--- src/rtl/rtc_pkg.sv ---
package rtc_pkg;

  localparam int NUM_FIELDS = 7;
  localparam int IDX_W      = $clog2(NUM_FIELDS);

  typedef logic [6:0] bin7_t;
  typedef logic [7:0] byte_t;

  typedef enum logic [IDX_W-1:0] {
    FLD_YEAR  = 3'd0,
    FLD_MONTH = 3'd1,
    FLD_MDAY  = 3'd2,
    FLD_WDAY  = 3'd3,
    FLD_HOUR  = 3'd4,
    FLD_MIN   = 3'd5,
    FLD_SEC   = 3'd6
  } field_e;

  function automatic bin7_t month_length(input bin7_t month);
    case (month)
      7'd2:                        return 7'd28;
      7'd4, 7'd6, 7'd9, 7'd11:     return 7'd30;
      default:                     return 7'd31;
    endcase
  endfunction

  function automatic byte_t bin_to_bcd(input bin7_t v);
    byte_t r;
    r[7:4] = 4'(v / 7'd10);
    r[3:0] = 4'(v % 7'd10);
    return r;
  endfunction

endpackage

--- src/rtl/rtc_wrap_counter.sv ---
module rtc_wrap_counter #(
  parameter int W    = 7,
  parameter int LO   = 0,
  parameter int INIT = 0
) (
  input  logic         clk,
  input  logic         rst,
  input  logic         inc,
  input  logic [W-1:0] top_val,
  output logic [W-1:0] value,
  output logic         carry
);

  localparam logic [W-1:0] LO_V   = W'(LO);
  localparam logic [W-1:0] INIT_V = W'(INIT);

  assign carry = inc && (value >= top_val);

  always_ff @(posedge clk) begin
    if (rst)        value <= INIT_V;
    else if (carry) value <= LO_V;
    else if (inc)   value <= value + 1'b1;
  end

  AST_CNT_STEP: assert property (@(posedge clk) disable iff (rst)
    (inc && value < top_val) |=> (value == $past(value) + 1'b1)) else $error("counter step");

  AST_CNT_WRAP: assert property (@(posedge clk) disable iff (rst)
    carry |=> (value == LO_V)) else $error("counter wrap");

  AST_CNT_IDLE: assert property (@(posedge clk) disable iff (rst)
    !inc |=> $stable(value)) else $error("counter moved without increment");

endmodule

--- src/rtl/rtc_calendar.sv ---
module rtc_calendar
  import rtc_pkg::*;
#(
  parameter int SEC_LIMIT  = 60,
  parameter int MIN_LIMIT  = 60,
  parameter int HOUR_LIMIT = 24,
  parameter int YEAR_LIMIT = 100,
  parameter int INIT_YEAR  = 0,
  parameter int INIT_MONTH = 1,
  parameter int INIT_MDAY  = 1,
  parameter int INIT_WDAY  = 0,
  parameter int INIT_HOUR  = 0,
  parameter int INIT_MIN   = 0,
  parameter int INIT_SEC   = 0
) (
  input  logic                          clk,
  input  logic                          rst,
  input  logic                          tick,
  output logic [NUM_FIELDS-1:0][6:0]    cal
);

  localparam bin7_t SEC_TOP  = 7'(SEC_LIMIT - 1);
  localparam bin7_t MIN_TOP  = 7'(MIN_LIMIT - 1);
  localparam bin7_t HOUR_TOP = 7'(HOUR_LIMIT - 1);
  localparam bin7_t YEAR_TOP = 7'(YEAR_LIMIT - 1);

  bin7_t sec_v, min_v, hour_v, mday_v, wday_v, month_v, year_v;
  logic  sec_c, min_c, hour_c, mday_c, wday_c, month_c, year_c;
  bin7_t mday_top;

  assign mday_top = month_length(month_v);

  rtc_wrap_counter #(.W(7), .LO(0), .INIT(INIT_SEC)) u_sec (
    .clk(clk), .rst(rst), .inc(tick), .top_val(SEC_TOP),
    .value(sec_v), .carry(sec_c));

  rtc_wrap_counter #(.W(7), .LO(0), .INIT(INIT_MIN)) u_min (
    .clk(clk), .rst(rst), .inc(sec_c), .top_val(MIN_TOP),
    .value(min_v), .carry(min_c));

  rtc_wrap_counter #(.W(7), .LO(0), .INIT(INIT_HOUR)) u_hour (
    .clk(clk), .rst(rst), .inc(min_c), .top_val(HOUR_TOP),
    .value(hour_v), .carry(hour_c));

  rtc_wrap_counter #(.W(7), .LO(0), .INIT(INIT_WDAY)) u_wday (
    .clk(clk), .rst(rst), .inc(hour_c), .top_val(7'd6),
    .value(wday_v), .carry(wday_c));

  rtc_wrap_counter #(.W(7), .LO(1), .INIT(INIT_MDAY)) u_mday (
    .clk(clk), .rst(rst), .inc(hour_c), .top_val(mday_top),
    .value(mday_v), .carry(mday_c));

  rtc_wrap_counter #(.W(7), .LO(1), .INIT(INIT_MONTH)) u_month (
    .clk(clk), .rst(rst), .inc(mday_c), .top_val(7'd12),
    .value(month_v), .carry(month_c));

  rtc_wrap_counter #(.W(7), .LO(0), .INIT(INIT_YEAR)) u_year (
    .clk(clk), .rst(rst), .inc(month_c), .top_val(YEAR_TOP),
    .value(year_v), .carry(year_c));

  always_comb begin
    cal           = '0;
    cal[FLD_YEAR]  = year_v;
    cal[FLD_MONTH] = month_v;
    cal[FLD_MDAY]  = mday_v;
    cal[FLD_WDAY]  = wday_v;
    cal[FLD_HOUR]  = hour_v;
    cal[FLD_MIN]   = min_v;
    cal[FLD_SEC]   = sec_v;
  end

  AST_MDAY_IN_MONTH: assert property (@(posedge clk) disable iff (rst)
    (mday_v >= 7'd1) && (mday_v <= month_length(month_v))) else $error("day outside month");

  AST_MONTH_RANGE: assert property (@(posedge clk) disable iff (rst)
    (month_v >= 7'd1) && (month_v <= 7'd12)) else $error("month out of range");

  AST_WDAY_RANGE: assert property (@(posedge clk) disable iff (rst)
    wday_v <= 7'd6) else $error("weekday out of range");

  AST_WDAY_FOLLOWS_DAY: assert property (@(posedge clk) disable iff (rst)
    hour_c |=> (wday_v != $past(wday_v))) else $error("weekday did not advance");

  AST_YEAR_RANGE: assert property (@(posedge clk) disable iff (rst)
    year_v <= YEAR_TOP) else $error("year out of range");

endmodule

--- src/rtl/rtc_bcd_encoder.sv ---
module rtc_bcd_encoder
  import rtc_pkg::*;
#(
  parameter int N = NUM_FIELDS
) (
  input  logic [N-1:0][6:0] bin,
  output logic [N-1:0][7:0] bcd
);

  for (genvar g = 0; g < N; g++) begin : g_fld
    assign bcd[g] = bin_to_bcd(bin[g]);
  end

endmodule

--- src/rtl/rtc_read_index.sv ---
module rtc_read_index #(
  parameter int N     = 7,
  parameter int IDX_W = $clog2(N)
) (
  input  logic             clk,
  input  logic             rst,
  input  logic             clr,
  input  logic             adv,
  output logic [IDX_W-1:0] idx
);

  localparam logic [IDX_W-1:0] LAST = IDX_W'(N - 1);

  always_ff @(posedge clk) begin
    if (rst || clr)  idx <= '0;
    else if (adv)    idx <= (idx == LAST) ? '0 : idx + 1'b1;
  end

  AST_IDX_CLEAR: assert property (@(posedge clk) disable iff (rst)
    clr |=> (idx == '0)) else $error("index not cleared");

  AST_IDX_WRAP: assert property (@(posedge clk) disable iff (rst)
    (adv && !clr && idx == LAST) |=> (idx == '0)) else $error("index not wrapped");

  AST_IDX_RANGE: assert property (@(posedge clk) disable iff (rst)
    idx <= LAST) else $error("index out of range");

  AST_IDX_STILL: assert property (@(posedge clk) disable iff (rst)
    (!clr && !adv) |=> $stable(idx)) else $error("index moved");

endmodule

--- src/rtl/rtc_bcd_reader.sv ---
module rtc_bcd_reader
  import rtc_pkg::*;
#(
  parameter int          DATA_W       = 8,
  parameter logic [7:0]  GET_TIME_CMD = 8'h15,
  parameter int          SEC_LIMIT    = 60,
  parameter int          MIN_LIMIT    = 60,
  parameter int          HOUR_LIMIT   = 24,
  parameter int          YEAR_LIMIT   = 100,
  parameter int          INIT_YEAR    = 0,
  parameter int          INIT_MONTH   = 1,
  parameter int          INIT_MDAY    = 1,
  parameter int          INIT_WDAY    = 0,
  parameter int          INIT_HOUR    = 0,
  parameter int          INIT_MIN     = 0,
  parameter int          INIT_SEC     = 0
) (
  input  logic              clk,
  input  logic              rst,
  input  logic              sec_tick,
  input  logic              bus_sel,
  input  logic              bus_wr,
  input  logic              bus_rd,
  input  logic [DATA_W-1:0] bus_wdata,
  output logic [DATA_W-1:0] bus_rdata
);

  localparam int                ACK_BIT  = DATA_W - 1;
  localparam logic [DATA_W-1:0] ACK_MASK = DATA_W'(1) << ACK_BIT;

  logic [DATA_W-1:0]             ctrl_q;
  logic [DATA_W-1:0]             data_q;
  logic [NUM_FIELDS-1:0][6:0]    cal_bin;
  logic [NUM_FIELDS-1:0][7:0]    cal_bcd;
  logic [IDX_W-1:0]              rd_idx;
  logic                          time_mode;
  logic                          ctrl_wr, data_wr, ctrl_rd, data_rd;
  logic                          idx_clr, idx_adv;

  assign time_mode = (ctrl_q == DATA_W'(GET_TIME_CMD));
  assign ctrl_wr   = bus_wr && !bus_sel;
  assign data_wr   = bus_wr &&  bus_sel;
  assign ctrl_rd   = bus_rd && !bus_sel;
  assign data_rd   = bus_rd &&  bus_sel;
  assign idx_clr   = ctrl_wr && (bus_wdata == DATA_W'(GET_TIME_CMD));
  assign idx_adv   = data_rd && time_mode;

  rtc_calendar #(
    .SEC_LIMIT(SEC_LIMIT), .MIN_LIMIT(MIN_LIMIT), .HOUR_LIMIT(HOUR_LIMIT),
    .YEAR_LIMIT(YEAR_LIMIT), .INIT_YEAR(INIT_YEAR), .INIT_MONTH(INIT_MONTH),
    .INIT_MDAY(INIT_MDAY), .INIT_WDAY(INIT_WDAY), .INIT_HOUR(INIT_HOUR),
    .INIT_MIN(INIT_MIN), .INIT_SEC(INIT_SEC)
  ) u_cal (
    .clk(clk), .rst(rst), .tick(sec_tick), .cal(cal_bin));

  rtc_bcd_encoder #(.N(NUM_FIELDS)) u_enc (
    .bin(cal_bin), .bcd(cal_bcd));

  rtc_read_index #(.N(NUM_FIELDS), .IDX_W(IDX_W)) u_idx (
    .clk(clk), .rst(rst), .clr(idx_clr), .adv(idx_adv), .idx(rd_idx));

  always_ff @(posedge clk) begin
    if (rst) begin
      ctrl_q <= '0;
      data_q <= '0;
    end else begin
      if (ctrl_wr) ctrl_q <= bus_wdata;
      if (data_wr) data_q <= bus_wdata;
    end
  end

  always_ff @(posedge clk) begin
    if (rst) begin
      bus_rdata <= '0;
    end else if (ctrl_rd) begin
      bus_rdata <= ctrl_q | ACK_MASK;
    end else if (data_rd) begin
      if (time_mode) bus_rdata <= DATA_W'(cal_bcd[rd_idx]);
      else           bus_rdata <= data_q | ACK_MASK;
    end
  end

  AST_CTRL_ACK: assert property (@(posedge clk) disable iff (rst)
    ctrl_rd |=> bus_rdata[ACK_BIT]) else $error("control read lacks ack");

  AST_PLAIN_ACK: assert property (@(posedge clk) disable iff (rst)
    (data_rd && !time_mode) |=> bus_rdata[ACK_BIT]) else $error("data read lacks ack");

  AST_BCD_DIGITS: assert property (@(posedge clk) disable iff (rst)
    idx_adv |=> (bus_rdata[7:4] <= 4'd9 && bus_rdata[3:0] <= 4'd9)) else $error("non-BCD digit");

  AST_RDATA_HOLD: assert property (@(posedge clk) disable iff (rst)
    !bus_rd |=> $stable(bus_rdata)) else $error("read data moved without read");

endmodule

--- config.mk ---
export PLATFORM = sky130hd
export DESIGN_NAME = rtc_bcd_reader
export DESIGN_NICKNAME = d
export VERILOG_FILES = /design/src/rtl/rtc_pkg.sv /design/src/rtl/rtc_wrap_counter.sv /design/src/rtl/rtc_calendar.sv /design/src/rtl/rtc_bcd_encoder.sv /design/src/rtl/rtc_read_index.sv /design/src/rtl/rtc_bcd_reader.sv
export SDC_FILE = /design/constraint.sdc
export NUM_CORES = 1
export LEC_CHECK = 0
export CAP_MARGIN = 5
export CORE_MARGIN = 2
export CORE_UTILIZATION = 45
export CTS_BUF_LIST = sky130_fd_sc_hd__clkbuf_4 sky130_fd_sc_hd__clkbuf_8 sky130_fd_sc_hd__clkbuf_16
export CTS_CLUSTER_SIZE = 30
export DETAILED_ROUTE_END_ITERATION = 8
export GPL_TIMING_DRIVEN = 0
export SLEW_MARGIN = 20
export SYNTH_ARGS = -nofsm -noshare
export SYNTH_HDL_FRONTEND = slang
export SYNTH_SLANG_ARGS = --single-unit
--- constraint.sdc ---
create_clock -name clk -period 6 [get_ports clk]
set_input_delay 1.2 -clock clk [delete_from_list [all_inputs] [get_ports clk]]
set_output_delay 1.2 -clock clk [all_outputs]
set_load 0.005 [all_outputs]
Word-level counts from Yosys, hierarchy flattened
Index checks and enable logic that the tools add are counted.
{"block": "totals", "input_bits": 14, "register_bits": 75, "elab_cells": 80}
{"block": "op_classes", "mux": 7, "n_addsub": 8, "n_eq_ne": 8, "magnitude_cmp": 8, "reduce_logical": 24, "div_mod_pow": 14}
{"cell": "$add A7 B1 Y7 const B", "n": 7}
{"cell": "$div A7 B4 Y7 const B", "n": 7}
{"cell": "$mod A7 B4 Y7 const B", "n": 7}
{"cell": "$mux W8", "n": 4}
{"cell": "$bmux W8 S3", "n": 1}
{"cell": "$eq A8 B5 Y1 const B", "n": 2}
{"cell": "$eq A7 B3 Y1 const B", "n": 2}
{"cell": "$eq A7 B4 Y1 const B", "n": 2}
{"cell": "$ge A7 B6 Y1 const B", "n": 2}
{"cell": "$reduce_or A2 Y1", "n": 7}
{"cell": "$logic_and A1 B1 Y1", "n": 13}
{"cell": "$eq A7 B2 Y1 const B", "n": 1}
{"cell": "$ge A7 B3 Y1 const B", "n": 1}
{"cell": "$ge A7 B4 Y1 const B", "n": 1}
{"cell": "$ge A7 B5 Y1", "n": 1}
{"cell": "$ge A7 B5 Y1 const B", "n": 1}
{"cell": "$ge A7 B7 Y1 const B", "n": 1}
{"cell": "$lt A3 B4 Y1 const B", "n": 1}
{"cell": "$pmux W2 S2", "n": 1}
{"cell": "$reduce_or A4 Y1", "n": 1}
{"cell": "$add A3 B1 Y3 const B", "n": 1}
{"cell": "$eq A3 B3 Y1 const B", "n": 1}
{"cell": "$mux W3", "n": 1}
{"cell": "$reduce_bool A2 Y1", "n": 1}
{"cell": "other kinds (2)", "n": 2}

Depth between registers and ports, before layout
{"block": "depth", "depth_word": 8, "ltp_mapped": 15}

Cells and area by module
From an unflattened synthesis, not the netlist that was laid out.
{"block": "unflattened", "cells_unflattened": 991, "hier_area_um2": 7890.1}
{"mod": "rtc_bcd_encoder", "instances": 1, "cells_each": 391, "area_each_um2": 2591.2}
{"mod": "rtc_wrap_counter at u_cal.u_hour ...", "instances": 5, "cells_each": 57, "area_each_um2": 508.0}
{"mod": "rtc_bcd_reader", "instances": 1, "cells_each": 178, "area_each_um2": 1532.7}
{"mod": "rtc_wrap_counter at u_cal.u_mday ...", "instances": 2, "cells_each": 57, "area_each_um2": 520.5}
{"mod": "rtc_read_index", "instances": 1, "cells_each": 13, "area_each_um2": 132.6}
{"mod": "rtc_calendar", "instances": 1, "cells_each": 10, "area_each_um2": 52.6}

Worst setup path after synthesis
OpenSTA, ideal clock, no wires.
{"block": "synth_timing", "path_type": "reg2reg", "startpoint": "register u_cal.u_sec.value[3]", "endpoint": "register bus_rdata[2]", "synth_period_minus_slack_ps": 2864, "n_path_buf": 2, "path_slack_ps": 3136, "arrival_ps": 2742, "setup_time_ps": 122, "stages_incl_launch_ff": 15, "path_cell_list": "dfxtp_1 > buf_6 > nand2b_4 > buf_6 > a22oi_1 > nor2_1 > a211oi_1 > ha_1 > a21oi_1 > a311o_1 > a211oi_4 > mux2i_1 > a22oi_1 > o21ai_1 > a221o_1"}
{"block": "synth_between", "elab_chain_cells": 6}
{"item": "start: declaration", "line": "rtc_wrap_counter.sv:10", "rtl": "output logic [W-1:0] value,"}
{"item": "start signal: assignment", "line": "rtc_wrap_counter.sv:22", "rtl": "else if (inc) value <= value + 1'b1;"}
{"item": "$mod A7 B4 Y7", "line": "rtc_pkg.sv:30", "rtl": "r[3:0] = 4'(v % 7'd10);"}
{"item": "$bmux W8 S3", "line": "rtc_bcd_reader.sv:78", "rtl": "if (time_mode) bus_rdata <= DATA_W'(cal_bcd[rd_idx]);"}
{"item": "$mux W8 (implied by the code)", "line": "rtc_bcd_reader.sv:78"}
{"item": "$mux W8", "line": "rtc_bcd_reader.sv:78"}
{"item": "$mux W8", "line": "rtc_bcd_reader.sv:77", "rtl": "end else if (data_rd) begin"}
{"item": "$mux W8", "line": "rtc_bcd_reader.sv:75", "rtl": "end else if (ctrl_rd) begin"}
{"item": "end signal: assignment", "line": "rtc_bcd_reader.sv:76", "rtl": "bus_rdata <= ctrl_q | ACK_MASK;"}
{"item": "end signal: assignment", "line": "rtc_bcd_reader.sv:78"}
{"item": "end signal: assignment", "line": "rtc_bcd_reader.sv:79", "rtl": "else bus_rdata <= data_q | ACK_MASK;"}
{"item": "end: declaration", "line": "rtc_bcd_reader.sv:25", "rtl": "output logic [DATA_W-1:0] bus_rdata"}
Every way passes these cells. The select of a mux whose other input is x is not followed.
A chain may end at the register's enable or synchronous reset.

Worst setup path in the final report
{"block": "layout_timing", "startpoint": "register u_cal.u_month.value[2]", "endpoint": "register u_cal.u_month.value[2]"}
{"block": "layout_between", "elab_chain_cells": 7, "word_cells_on_any_way": 13, "classes_between": "1 x add/sub; 2 x order compare; 5 x eq/ne; 1 x mux; 4 x reduce/logical"}
{"item": "start: declaration", "line": "rtc_wrap_counter.sv:10"}
{"item": "start signal: assignment", "line": "rtc_wrap_counter.sv:22"}
{"item": "$eq A7 B3 Y1 or $eq A7 B4 Y1 (tied branches)", "line": "rtc_pkg.sv:20", "rtl": "case (month)"}
{"item": "$reduce_or A4 Y1", "line": "rtc_pkg.sv:20"}
{"item": "$pmux W2 S2", "line": "rtc_pkg.sv:20"}
{"item": "$ge A7 B5 Y1", "line": "rtc_wrap_counter.sv:17", "rtl": "assign carry = inc && (value >= top_val);"}
{"item": "$logic_and A1 B1 Y1 (2 in a row)", "line": "rtc_wrap_counter.sv:17"}
{"item": "$reduce_or A2 Y1 (no source line)"}
Several ways; a longest one is shown, not always the timed one.

==> out/metrics.yaml <==
sta:
  setup_viol: 0
  hold_viol_final: 0
  fin_skew_ns: 0.008244
  slew_headroom: 0.5181
  tightest_slew_ns: 0.7229
  tns_ns: 0
  timing.final.crit_share: 0.5804
  drv_slew: 0
  rsz0062_at_grt: "no"
  fmax_mhz: 287.1
  fin_crit_ns: 3.483
route:
  wl_um: 20110
  drc: 0
  first_pass_iters: 5
  wire_per_inst_um: 17.17
  first_iter_violations: 716
  final_antenna_net_count: 0
  vias: 6996
  vias_per_cell: 5.974
floorplanning:
  fp-row-count: 45
  coreArea_mm2: 0.01509
  fp.dieW_um: 127.9
  die-area_mm2: 0.01637
  start_util: 0.4581
  io_pins: 22
  die_y_um: 127.9
placed_design:
  dp_hpwl_um: 15010
  placed_cells: 1156
  routabilityCongestion: 0.8850
  io_buffers: 17
cts:
  insertion_delay_ns: 0.35
  cts_max_level: 3
  cts_buffers: 9
  cts_sinks: 75
  hold_buffers: 0
  cts_tree: "done"
  cts.clk_slew.worst_paths_ns: 0.06
  postCtsResizedCells: 0
  cts_setup_buffers: 0
  cts_root_buffer: "clkbuf_16"
  clockBufferDepth: 2
global_route:
  antenna_found_initial: 0
  met3_usage: 0.04257
  grt_pass1_wl_um: 32670
  grt-busiest-layer: "met2"
  grt_remaining_overflow: 0
  grt_max_degree: 14
  grt_pass1_vias: 6209
  use_met2: 0.3825
  use_met1: 0.3627
  gr-usage-all-layers: 0.2497
setup_path:
  cp-start-kind: "flip-flop"
  worstPathArrival_ns: 3.70
  slowest_delay_ns: 0.44
  critPathSlowestCell: "clkbuf_1"
  r2r_setup_slack_ns: 2.52
  critPathBufInv: 3
  path_delay_family: "compound AO/OA/AOI/OAI gates"
  cp_max_fo: 10
  cpMostUsedCell: "clkbuf_1"
  cp_cell_sequence: "clkbuf_1, clkbuf_1, a21oi_1, o22ai_1, nand2b_1, ha_1, nand2b_1, a21boi_0, o2111ai_1, a211oi_2, clkbuf_1, o31ai_1, a32oi_1, nor2_1"
  end_kind: "flip-flop"
  required_ns: 6.21
  path_class: "reg2reg"
synth:
  synth_seq_cells: 75
  yosys_warnings: 0
  synth_area_per_cell_um2: 7.269
  async_flop_share: 0
  synthCells: 951
  synth_seq_area_share: 0.2172
  synthXorXnorAreaFrac: 0.04688
  synth_top_area_share: 0.2172
  ys_top_cells_by_area: "dfxtp_1, nor2_1, a21oi_1"
  synthSimpleGateAreaFrac: 0.2910
  synth_edf_count: 0
  synth-compound-area-share: 0.2713
  synth_top_family_by_area: "simple AND/OR/NAND/NOR gates"
  yosysUniqueCellTypes: 88
  synth_fa_ha_area_frac: 0.05900
  syn-num-nets: 996
  ys.flop_type: "dfxtp_1"
  synthMuxAreaShare: 0.04362
  synth_top_area_cell: "dfxtp_1"
  netlist_area_mm2: 0.006913
cells_and_area:
  instances_no_fill: 1171
  areaGrowthSynthToFinish_pct: 9.864
  antenna_cells: 0
  drive_gt1_frac: 0.08444
  layout.nets: 1024
pwr:
  p_leak_nw: 2.756
  cellPowerDensity_mw_per_mm2: 143.6
  power_mw: 1.090
  peakVddDrop_mv: 0.1317
min_path:
  hp-class: "reg2reg"
job:
  maxCapViolations: 0
run_status:
  status: "complete, no violations"
where the power goes:
| part | internal (mW) | total [mW] | switching, mW |
|---|---|---|---|
| Clock | 0.291 | 0.517 | 0.226 |
| Sequential | 0.506 | 0.513 | 0.00756 |
| Combinational | 0.0240 | 0.0597 | 0.0357 |
| Total | 0.821 | 1.09 | 0.269 |
tightest hold or removal path: stages, from the launching register on:
cell     delay [ns]
dfxtp_1        0.31
nand2_1        0.05
a21oi_1        0.06
metal layers:
metal  wire length [µm]  vias to the layer above
met5                  0                        -
met4                321                        0
met3               1061                       22
met2               8711                      204
met1              10010                     3261
li1                   -                     3509
cell usage after synthesis (6+ instances only):
library cell and count:
a211oi_1 12, a21o_1 6, a21oi_1 78, a22oi_1 8, a311oi_1 6, a31oi_1 13
and3_1 6, buf_2 28, buf_4 7, clkbuf_1 37, dfxtp_1 75, ha_1 31
inv_1 28, mux2i_1 20, nand2_1 89, nand2b_1 29, nand3_1 23, nand4_1 10
nor2_1 113, nor2b_1 28, nor3_1 31, nor3b_1 7, nor4_1 8, nor4bb_1 6
o211ai_1 9, o21a_1 7, o21ai_0 45, o221ai_1 7, o22ai_1 8, o31ai_1 7
xnor2_1 24, xor2_1 13
flip-flops by register name (all words and copies together), names as in the netlist:
name	cells
bus_rdata	8
ctrl_q	8
data_q	7
u_cal.u_hour.value	7
u_cal.u_mday.value	7
u_cal.u_min.value	7
u_cal.u_month.value	7
u_cal.u_sec.value	7
u_cal.u_wday.value	7
u_cal.u_year.value	7
u_idx.idx	3
cells by family after synthesis:
logic type	Yosys count
xor gates and xnor gates	37
muxes	25
and+or+nand+nor	395
AOI/OAI and AO/OA	276
DFF	75
buffers and inverters	110
adders and majority gates	33
placed cells by master, fill, tap and decap left out, drive strengths merged, types with 10 or more instances in the layout:
master,netlist,layout
nor2,114,114
nand2,89,89
a21oi,78,78
dfxtp,75,75
o21ai,50,50
clkbuf,38,48
buf,42,42
nand2b,32,32
nor3,31,31
ha,31,31
inv,28,30
nor2b,28,28
xnor2,24,24
nand3,23,23
mux2i,20,20
clkdlybuf4s50,0,17
a211oi,15,15
a31oi,13,13
xor2,13,13
nand4,10,10
stage by stage:
| stage | utilization | cell area [µm²] | setup slack [ns] | hold slack, ns |
|---|---|---|---|---|
| after floorplan | - | 6913 | 3.136 | 0.4357 |
| after global placement | 0.4850 | 7318 | 2.316 | 0.4503 |
| after detailed placement | 0.4850 | 7318 | 2.330 | 0.4538 |
| after CTS | 0.5033 | 7595 | 2.601 | 0.4631 |
| after global routing | 0.5033 | 7595 | 2.182 | 0.4933 |
| final | 0.5033 | 7595 | 2.517 | 0.4673 |
cell type report:
class,instances,area (µm²)
repair buffers,17,170.2
clock inverters,5,37.54
plain buffers,80,377.9
well taps,188,235.2
clock buffers,10,239.0
fillers,1554,7495
inverters,30,112.6
multi-input cells,766,4921
flip-flops and latches,75,1501
path summary, 6_finish.rpt:
kind,end,start,cells after the start
hold / removal,data_q[1],data_q[1],2
setup / recovery,u_cal.u_month.value[2],u_cal.u_month.value[2],14
setup reg to reg,u_cal.u_month.value[2],u_cal.u_month.value[2],14
hold reg to reg,data_q[1],data_q[1],2
(Power assumes the default switching activity.)
